[src/rtl/sdclk_pkg.sv]
package sdclk_pkg;
  // Bit positions of the control word (fixed by the software sequence)
  localparam int BIT_INT_EN  = 0;
  localparam int BIT_STABLE  = 1;
  localparam int BIT_CARD_EN = 2;
  localparam int DIV_LSB     = 8;

  typedef struct packed {
    logic int_en;
    logic card_en;
  } sdclk_en_t;
endpackage

[src/rtl/sdclk_regs.sv]
module sdclk_regs
  import sdclk_pkg::*;
#(
  parameter int DIV_W = 8,
  localparam int REG_W = DIV_LSB + DIV_W
) (
  input  logic             clk,
  input  logic             rst,
  input  logic             wr_en,
  input  logic [REG_W-1:0] wr_data,
  input  logic             stable,
  output sdclk_en_t        en_o,
  output logic [DIV_W-1:0] div_o
);
  sdclk_en_t        en_q;
  logic [DIV_W-1:0] div_q;

  always_ff @(posedge clk) begin
    if (rst) begin
      en_q  <= '0;
      div_q <= '0;
    end else if (wr_en) begin
      div_q      <= wr_data[DIV_LSB +: DIV_W];
      en_q.int_en <= wr_data[BIT_INT_EN];
      // card enable refused until the internal clock is stable
      en_q.card_en <= wr_data[BIT_CARD_EN] & wr_data[BIT_INT_EN] & stable;
    end
  end

  assign en_o  = en_q;
  assign div_o = div_q;
endmodule

[src/rtl/sdclk_stable.sv]
module sdclk_stable #(
  parameter int STABLE_CYC = 16,
  localparam int CNT_W = $clog2(STABLE_CYC + 1)
) (
  input  logic clk,
  input  logic rst,
  input  logic run,
  output logic stable_o
);
  logic [CNT_W-1:0] cnt_q;
  logic             stable_q;

  always_ff @(posedge clk) begin
    if (rst || !run) begin
      cnt_q    <= '0;
      stable_q <= 1'b0;
    end else if (!stable_q) begin
      cnt_q <= cnt_q + 1'b1;
      if (cnt_q == CNT_W'(STABLE_CYC - 1)) stable_q <= 1'b1;
    end
  end

  // flag drops together with the enable
  assign stable_o = stable_q & run;
endmodule

[src/rtl/sdclk_divider.sv]
module sdclk_divider #(
  parameter int DIV_W = 8
) (
  input  logic             clk,
  input  logic             rst,
  input  logic             run,
  input  logic             card_en,
  input  logic [DIV_W-1:0] div_req,
  output logic [DIV_W-1:0] div_act_o,
  output logic             phase_o,
  output logic             card_clk_o
);
  logic [DIV_W-1:0] cnt_q, div_act_q, lim;
  logic             phase_q, gate_q, out_q;
  logic             term, phase_n, gate_n;

  always_comb begin
    lim     = (div_act_q == '0) ? DIV_W'(1) : div_act_q;
    term    = (cnt_q == lim - 1'b1);
    phase_n = term ? ~phase_q : phase_q;
    // enable is sampled only while the clock is low
    gate_n  = phase_q ? gate_q : card_en;
  end

  always_ff @(posedge clk) begin
    if (rst || !run) begin
      cnt_q     <= '0;
      phase_q   <= 1'b0;
      gate_q    <= 1'b0;
      out_q     <= 1'b0;
      div_act_q <= rst ? '0 : div_req;
    end else begin
      cnt_q   <= term ? '0 : cnt_q + 1'b1;
      phase_q <= phase_n;
      gate_q  <= gate_n;
      out_q   <= phase_n & gate_n;
      if (term && phase_q) div_act_q <= div_req;
    end
  end

  assign div_act_o  = div_act_q;
  assign phase_o    = phase_q;
  assign card_clk_o = out_q;
endmodule

[src/rtl/sdclk_ctrl.sv]
module sdclk_ctrl
  import sdclk_pkg::*;
#(
  parameter int DIV_W      = 8,
  parameter int STABLE_CYC = 16,
  localparam int REG_W     = DIV_LSB + DIV_W
) (
  input  logic             clk,
  input  logic             rst,
  input  logic             wr_en,
  input  logic [REG_W-1:0] wr_data,
  output logic [REG_W-1:0] rd_data,
  output logic             card_clk_o
);
  sdclk_en_t        en;
  logic [DIV_W-1:0] div_req, div_act;
  logic             stable, phase;

  sdclk_regs #(.DIV_W(DIV_W)) u_regs (
    .clk(clk), .rst(rst), .wr_en(wr_en), .wr_data(wr_data),
    .stable(stable), .en_o(en), .div_o(div_req)
  );

  sdclk_stable #(.STABLE_CYC(STABLE_CYC)) u_stable (
    .clk(clk), .rst(rst), .run(en.int_en), .stable_o(stable)
  );

  sdclk_divider #(.DIV_W(DIV_W)) u_div (
    .clk(clk), .rst(rst), .run(en.int_en), .card_en(en.card_en),
    .div_req(div_req), .div_act_o(div_act), .phase_o(phase),
    .card_clk_o(card_clk_o)
  );

  always_comb begin
    rd_data                      = '0;
    rd_data[DIV_LSB +: DIV_W]    = div_req;
    rd_data[BIT_INT_EN]          = en.int_en;
    rd_data[BIT_STABLE]          = stable;
    rd_data[BIT_CARD_EN]         = en.card_en;
  end
endmodule

[config.mk]
export PLATFORM = sky130hd
export DESIGN_NAME = sdclk_ctrl
export DESIGN_NICKNAME = d
export VERILOG_FILES = /design/src/rtl/sdclk_pkg.sv /design/src/rtl/sdclk_regs.sv /design/src/rtl/sdclk_stable.sv /design/src/rtl/sdclk_divider.sv /design/src/rtl/sdclk_ctrl.sv
export SDC_FILE = /design/constraint.sdc
export NUM_CORES = 1
export LEC_CHECK = 0
export BUFFER_PORTS_ARGS = -buffer_cell sky130_fd_sc_hd__buf_2
export CAP_MARGIN = 40
export CORE_UTILIZATION = 58
export DETAILED_ROUTE_END_ITERATION = 8
export GPL_TIMING_DRIVEN = 0
export PLACE_DENSITY = 0.84
export SLEW_MARGIN = 40
export SYNTH_ARGS = -nofsm -noshare
export SYNTH_HDL_FRONTEND = slang
export SYNTH_HIERARCHICAL = 1
export SYNTH_SLANG_ARGS = --single-unit
export TNS_END_PERCENT = 100
[constraint.sdc]
create_clock -name clk -period 8.25 [get_ports clk]
set_input_delay 0.825 -clock clk [delete_from_list [all_inputs] [get_ports clk]]
set_output_delay 0.825 -clock clk [all_outputs]
set_load 0.02 [all_outputs]
* After elaboration in Yosys (flattened, before gate mapping) *
Cells that the tools add are included.

word-level totals
  register bits after elaboration = 35

cells by class
  add/subtract/negate cells = 3
  eq/ne operators = 2
  mux-type cells = 8
  bitwise logic cells = 5
  reductions and logical operators = 6

operator list
  operator                                             number
  two-way mux 8 bit                                    4
  adder 8 x 1 -> 8 bit, second input constant          1
  equality test 8 bit                                  1
  zero test 8 bit                                      1
  subtractor 8 x 1 -> 8 bit, second input constant     1
  adder 5 x 1 -> 5 bit, second input constant          1
  equality test 5 x 4 -> 1 bit, second input constant  1
  bitwise AND 1 bit                                    4
  two-way mux 1 bit                                    4
  nonzero test 2 bit                                   1
  OR reduction 2 bit                                   1
  logical AND 1 bit                                    1
  zero test 1 bit                                      1
  logical OR 1 bit                                     1
  NOT 1 bit                                            1

* Logic depth before layout (Yosys ltp) *
  depth after elaboration = 7
  mapped depth = 9
  depth with buffers taken out = 9

* Modules after synthesis *
Netlist, hierarchy kept.

modules (own cells, without submodules)
  module         instances  cells an instance  area an instance (um^2)
  sdclk_divider  1          92                 1058.5
  sdclk_regs     1          33                 356.6
  sdclk_stable   1          28                 282.8
  sdclk_ctrl     1          7                  48.8

* Worst setup path after synthesis *
No wires, ideal clock.

  path type = reg2reg
  from = register u_div.div_act_q[2] (netlist: u_div/div_act_o[2])
  to = register u_div.div_act_q[0] (netlist: u_div/div_act_o[0]), enable pin
  setup time = 335 ps
  data arrival time = 2490 ps
  data required time = 7915 ps
  slack = 5425 ps
  stages on the path, launching flop included = 10
  buffers on the path = 0
  period minus slack after synthesis = 2825 ps
  path through = edfxtp_1 -> nor4_2 -> a21oi_1 -> ha_1 -> nor3b_1 -> xnor2_1 -> a211oi_2 -> and3_1 -> ha_1 -> nand2b_1

on the way
  longest elaborated chain between the ends = 6

ends and longest elaborated chain
  item                                   RTL line             text
  start, declared                        sdclk_divider.sv:13  logic [DIV_W-1:0] cnt_q, div_act_q, lim;
  start signal, assigned                 sdclk_divider.sv:31  div_act_q <= rst ? '0 : div_req;
  start signal, assigned                 sdclk_divider.sv:37  if (term && phase_q) div_act_q <= div_req;
  zero test 8 bit                        sdclk_divider.sv:18  lim = (div_act_q == '0) ? DIV_W'(1) : div_act_q;
  two-way mux 8 bit *                    sdclk_divider.sv:18
  subtractor 8 x 1 -> 8 bit *            sdclk_divider.sv:19  term = (cnt_q == lim - 1'b1);
  equality test 8 bit *                  sdclk_divider.sv:19
  logical AND 1 bit *                    sdclk_divider.sv:37
  nonzero test 2 bit (no source line) *  -

Every way passes the cells marked *; elsewhere a longest branch is shown, timed or not.
A chain may end at the register's enable or synchronous reset.

* Final worst setup path *
  from = register u_div.div_act_q[2] (netlist: u_div/div_act_o[2])
  to = register u_div.div_act_q[2] (netlist: u_div/div_act_o[2]), enable pin

The elaborated chain is that of the path after synthesis.

==> results.yml <==
die:
  fp-row-count: 19
  ioPinCount: 36
  start_util_pct: 62.27
  core_area_um2: 2805
  die_area_um2: 3235
  die_w_um: 56.88
  fp.dieH_um: 56.88
clock_network:
  cts_setup_buffers: 0
  cts.path.max_buffers: 2
  hold_buffers: 0
  numCtsBuffers: 5
  cts_sinks: 35
  path_clk_slew_ps: 100
  clk_latency_ps: 340
  cts_resized: 0
  clockRootBuffer: "clkbuf_4"
  htree_levels: 2
  cts_tree: "built"
synth:
  netlist-cell-type-count: 37
  synth_top_area_share_pct: 30.95
  synth-xor-area-share_pct: 10.74
  syn_avg_cell_area_um2: 10.92
  netlist_area_um2: 1747
  ys_warn_count: 6
  ys_ff_latch: 35
  yosys_most_used_dff: "dfxtp_1"
  post_synth_and_or_nand_nor_area_fraction_pct: 19.70
  yosys.area.top_type: "dfxtp_1"
  yosysMostFrequentCell: "dfxtp_1"
  synth_top_family_by_area: "simple AND/OR/NAND/NOR gates"
  synth-edff-count: 8
  async_reset_ff_share_pct: 0
  seq_area_frac_synth_pct: 44.70
  synth_compound_area_share_pct: 8.739
  synth_adder_area_share_pct: 3.582
  yosys-top-cells-count: "dfxtp_1, nor2_1, mux2i_1"
  synthesis.instances: 160
  synthMuxAreaShare_pct: 7.163
  synth.area.top_cells: "dfxtp_1, edfxtp_1, mux2i_1, xor2_1, nor2_1"
worst_setup_path:
  worst_ep_arrival_time_ps: 3250
  crit_path_end_kind: "flip-flop"
  r2r_slack_ps: 5020
  cp_data_required_time_ps: 8270
  r2r_end: "u_div/div_act_o[2]"
  criticalPathCategory: "reg -> reg"
  critPathLaunchType: "flip-flop"
  r2r_cells: 9
  endpoint: "u_div/div_act_o[2]"
  worst-path-max-fanout: 9
  crit_start: "u_div/div_act_o[2]"
  r2r_start: "u_div/div_act_o[2]"
sta:
  fmax_mhz: 309.2
  drv_slew: 0
  tns_ps: 0
  min_period_over_period_pct: 39.20
  period_needed_ps: 3234
  rsz0062_at_grt: "no"
  final.setup_skew_ps: 3.910
  finalHoldViolations: 0
  setup_viol_count_final: 0
  tightest_slew_ps: 681.3
  whs_ps: 506.5
  slew_headroom_pct: 54.58
cells_and_area:
  n_fill_cell: 223
  syn_to_final_growth_pct: 13.25
  fin_nets: 219
  drive_gt1_share_pct: 26.02
  n_antenna_cell: 0
job:
  max-cap-violations: 0
power:
  vdd_drop_max_mv: 0.1177
  powerDensity_nw_per_um2: 170.9
  finalPower_uw: 338.1
  p_leak_uw: 0.0008812
global_routing:
  grt_pass1_vias: 1174
  grt_max_degree: 13
  antenna_found_initial: 0
  overflow: 0
  grtUsageTotal_pct: 20.75
  grt_pass1_wl_mm: 4.954
placement:
  hpwl_mm: 2.198
  gp_congestion: 0.7619
  portBuffers: 24
routing:
  first_iter_violations: 38
  dr_total_vias: 1214
  drtAntennaViolNets: 0
  wl_per_cell_um: 12.81
  drc: 4
  vias_per_cell: 5.348
  wirelength_mm: 2.909
  drt_pre_antenna_iters: 6
worst_hold_path:
  worst_hold_startpoint: "u_regs/en_o[0]"
  whs_path_depth: 2
  hp-class: "reg -> reg"
run_status:
  violations: "design-rule violations"
  run_status: "finished with violations"
==> placed cells by master, fill, tap and decap left out, types with 2 or more instances in the layout <==
| master | netlist | layout |
|---|---|---|
| xnor2_1 | 7 | 7 |
| nand4_1 | 2 | 2 |
| nor2_1 | 20 | 20 |
| o22ai_1 | 2 | 2 |
| ha_1 | 5 | 5 |
| nand2b_1 | 6 | 6 |
| buf_6 | 2 | 2 |
| nor2b_1 | 9 | 9 |
| a311oi_1 | 7 | 7 |
| dfxtp_1 | 27 | 27 |
| clkinvlp_4 | 0 | 2 |
| and2_1 | 3 | 3 |
| buf_2 | 0 | 24 |
| clkbuf_1 | 2 | 2 |
| nand2_1 | 5 | 5 |
| clkbuf_4 | 0 | 5 |
| edfxtp_1 | 8 | 8 |
| xor2_1 | 9 | 9 |
| xnor3_2 | 2 | 2 |
| mux2i_1 | 11 | 11 |
| buf_4 | 6 | 6 |
| a21oi_1 | 3 | 3 |
| and3_1 | 2 | 2 |
| nand3_1 | 3 | 3 |
| conb_1 | 1 | 5 |
| inv_1 | 4 | 4 |
==> state kept, by name, indices dropped and copies added (netlist names) <==
name,count
u_div/cnt_q,8
u_div/div_act_o,8
u_regs/div_o,8
u_stable/cnt_q,5
u_regs/en_o,2
u_div/card_clk_o,1
u_div/gate_q,1
u_div/phase_o,1
u_stable/stable_q,1
==> final cells by class <==
cell class,count,area [um^2],area share (%)
multi-input combinational,115,890.9,45.03
sequential,35,780.7,39.47
timing repair buffer,24,120.1,6.072
buffer,10,75.07,3.795
tap,31,38.79,1.961
clock buffer,5,37.54,1.898
clock inverter,3,20.02,1.012
inverter,4,15.01,0.7590
==> metrics by stage <==
| step | utilization (%) | area, um^2 | std cells | setup slack [ps] |
|---|---|---|---|---|
| after global routing | 70.52 | 1978 | 227 | 4778 |
| after CTS | 70.52 | 1978 | 227 | 5025 |
| final | 70.52 | 1978 | 227 | 5016 |
| after detailed placement | 68.47 | 1921 | 219 | 5050 |
| after floorplan | - | 1762 | 164 | 5425 |
| after global placement | 68.47 | 1921 | 219 | 5160 |
==> report_power, final <==
group	switching (uW)	leakage [uW]	internal, uW
logic	32.0	0.000541	27.9
registers	6.46	0.000313	181
clock network	58.2	0.0000272	32.5
total	96.6	0.000881	241
==> worst min path at each step <==
| stage | slack (ps) | to |
|---|---|---|
| 5_1_grt | 530 | u_div/cnt_q[0] |
| 4_1_cts | 510 | u_regs/en_o[0] |
| 6_report | 510 | u_regs/en_o[0] |
| 3_3_place_gp | 470 | u_stable/cnt_q[4] |
| 2_1_floorplan | 460 | u_div/cnt_q[0] |
| 3_5_place_dp | 490 | u_regs/en_o[0] |
==> cell families (layout without fill, tap and decap cells) <==
family	Yosys count	after routing
buffers and inverters	14	46
AOI/OAI and AO/OA	17	17
and+or+nand+nor	58	58
xor gates and xnor gates	18	18
adders and majority gates	5	5
other	1	5
muxes	12	12
DFF	35	35
==> metal layers <==
layer	track usage (%)	wire, um	part of all wire (%)	up-vias
met3	6.452	118	4.1	9
met2	35.03	1420	49	28
met4	11.15	89	3.1	0
li1	-	-	-	624
met5	0	0	0	-
met1	23.29	1281	44	553
==> critical path: stages, from the launching register on <==
cell and delay (ps):
edfxtp_1 480, nor4_2 440, a21oi_1 160, ha_1 290, nor3b_1 170, xnor2_1 140
a211oi_2 530, and3_1 250, ha_1 130, nand2b_1 310
Note: power is estimated with default switching activity, not from simulation.
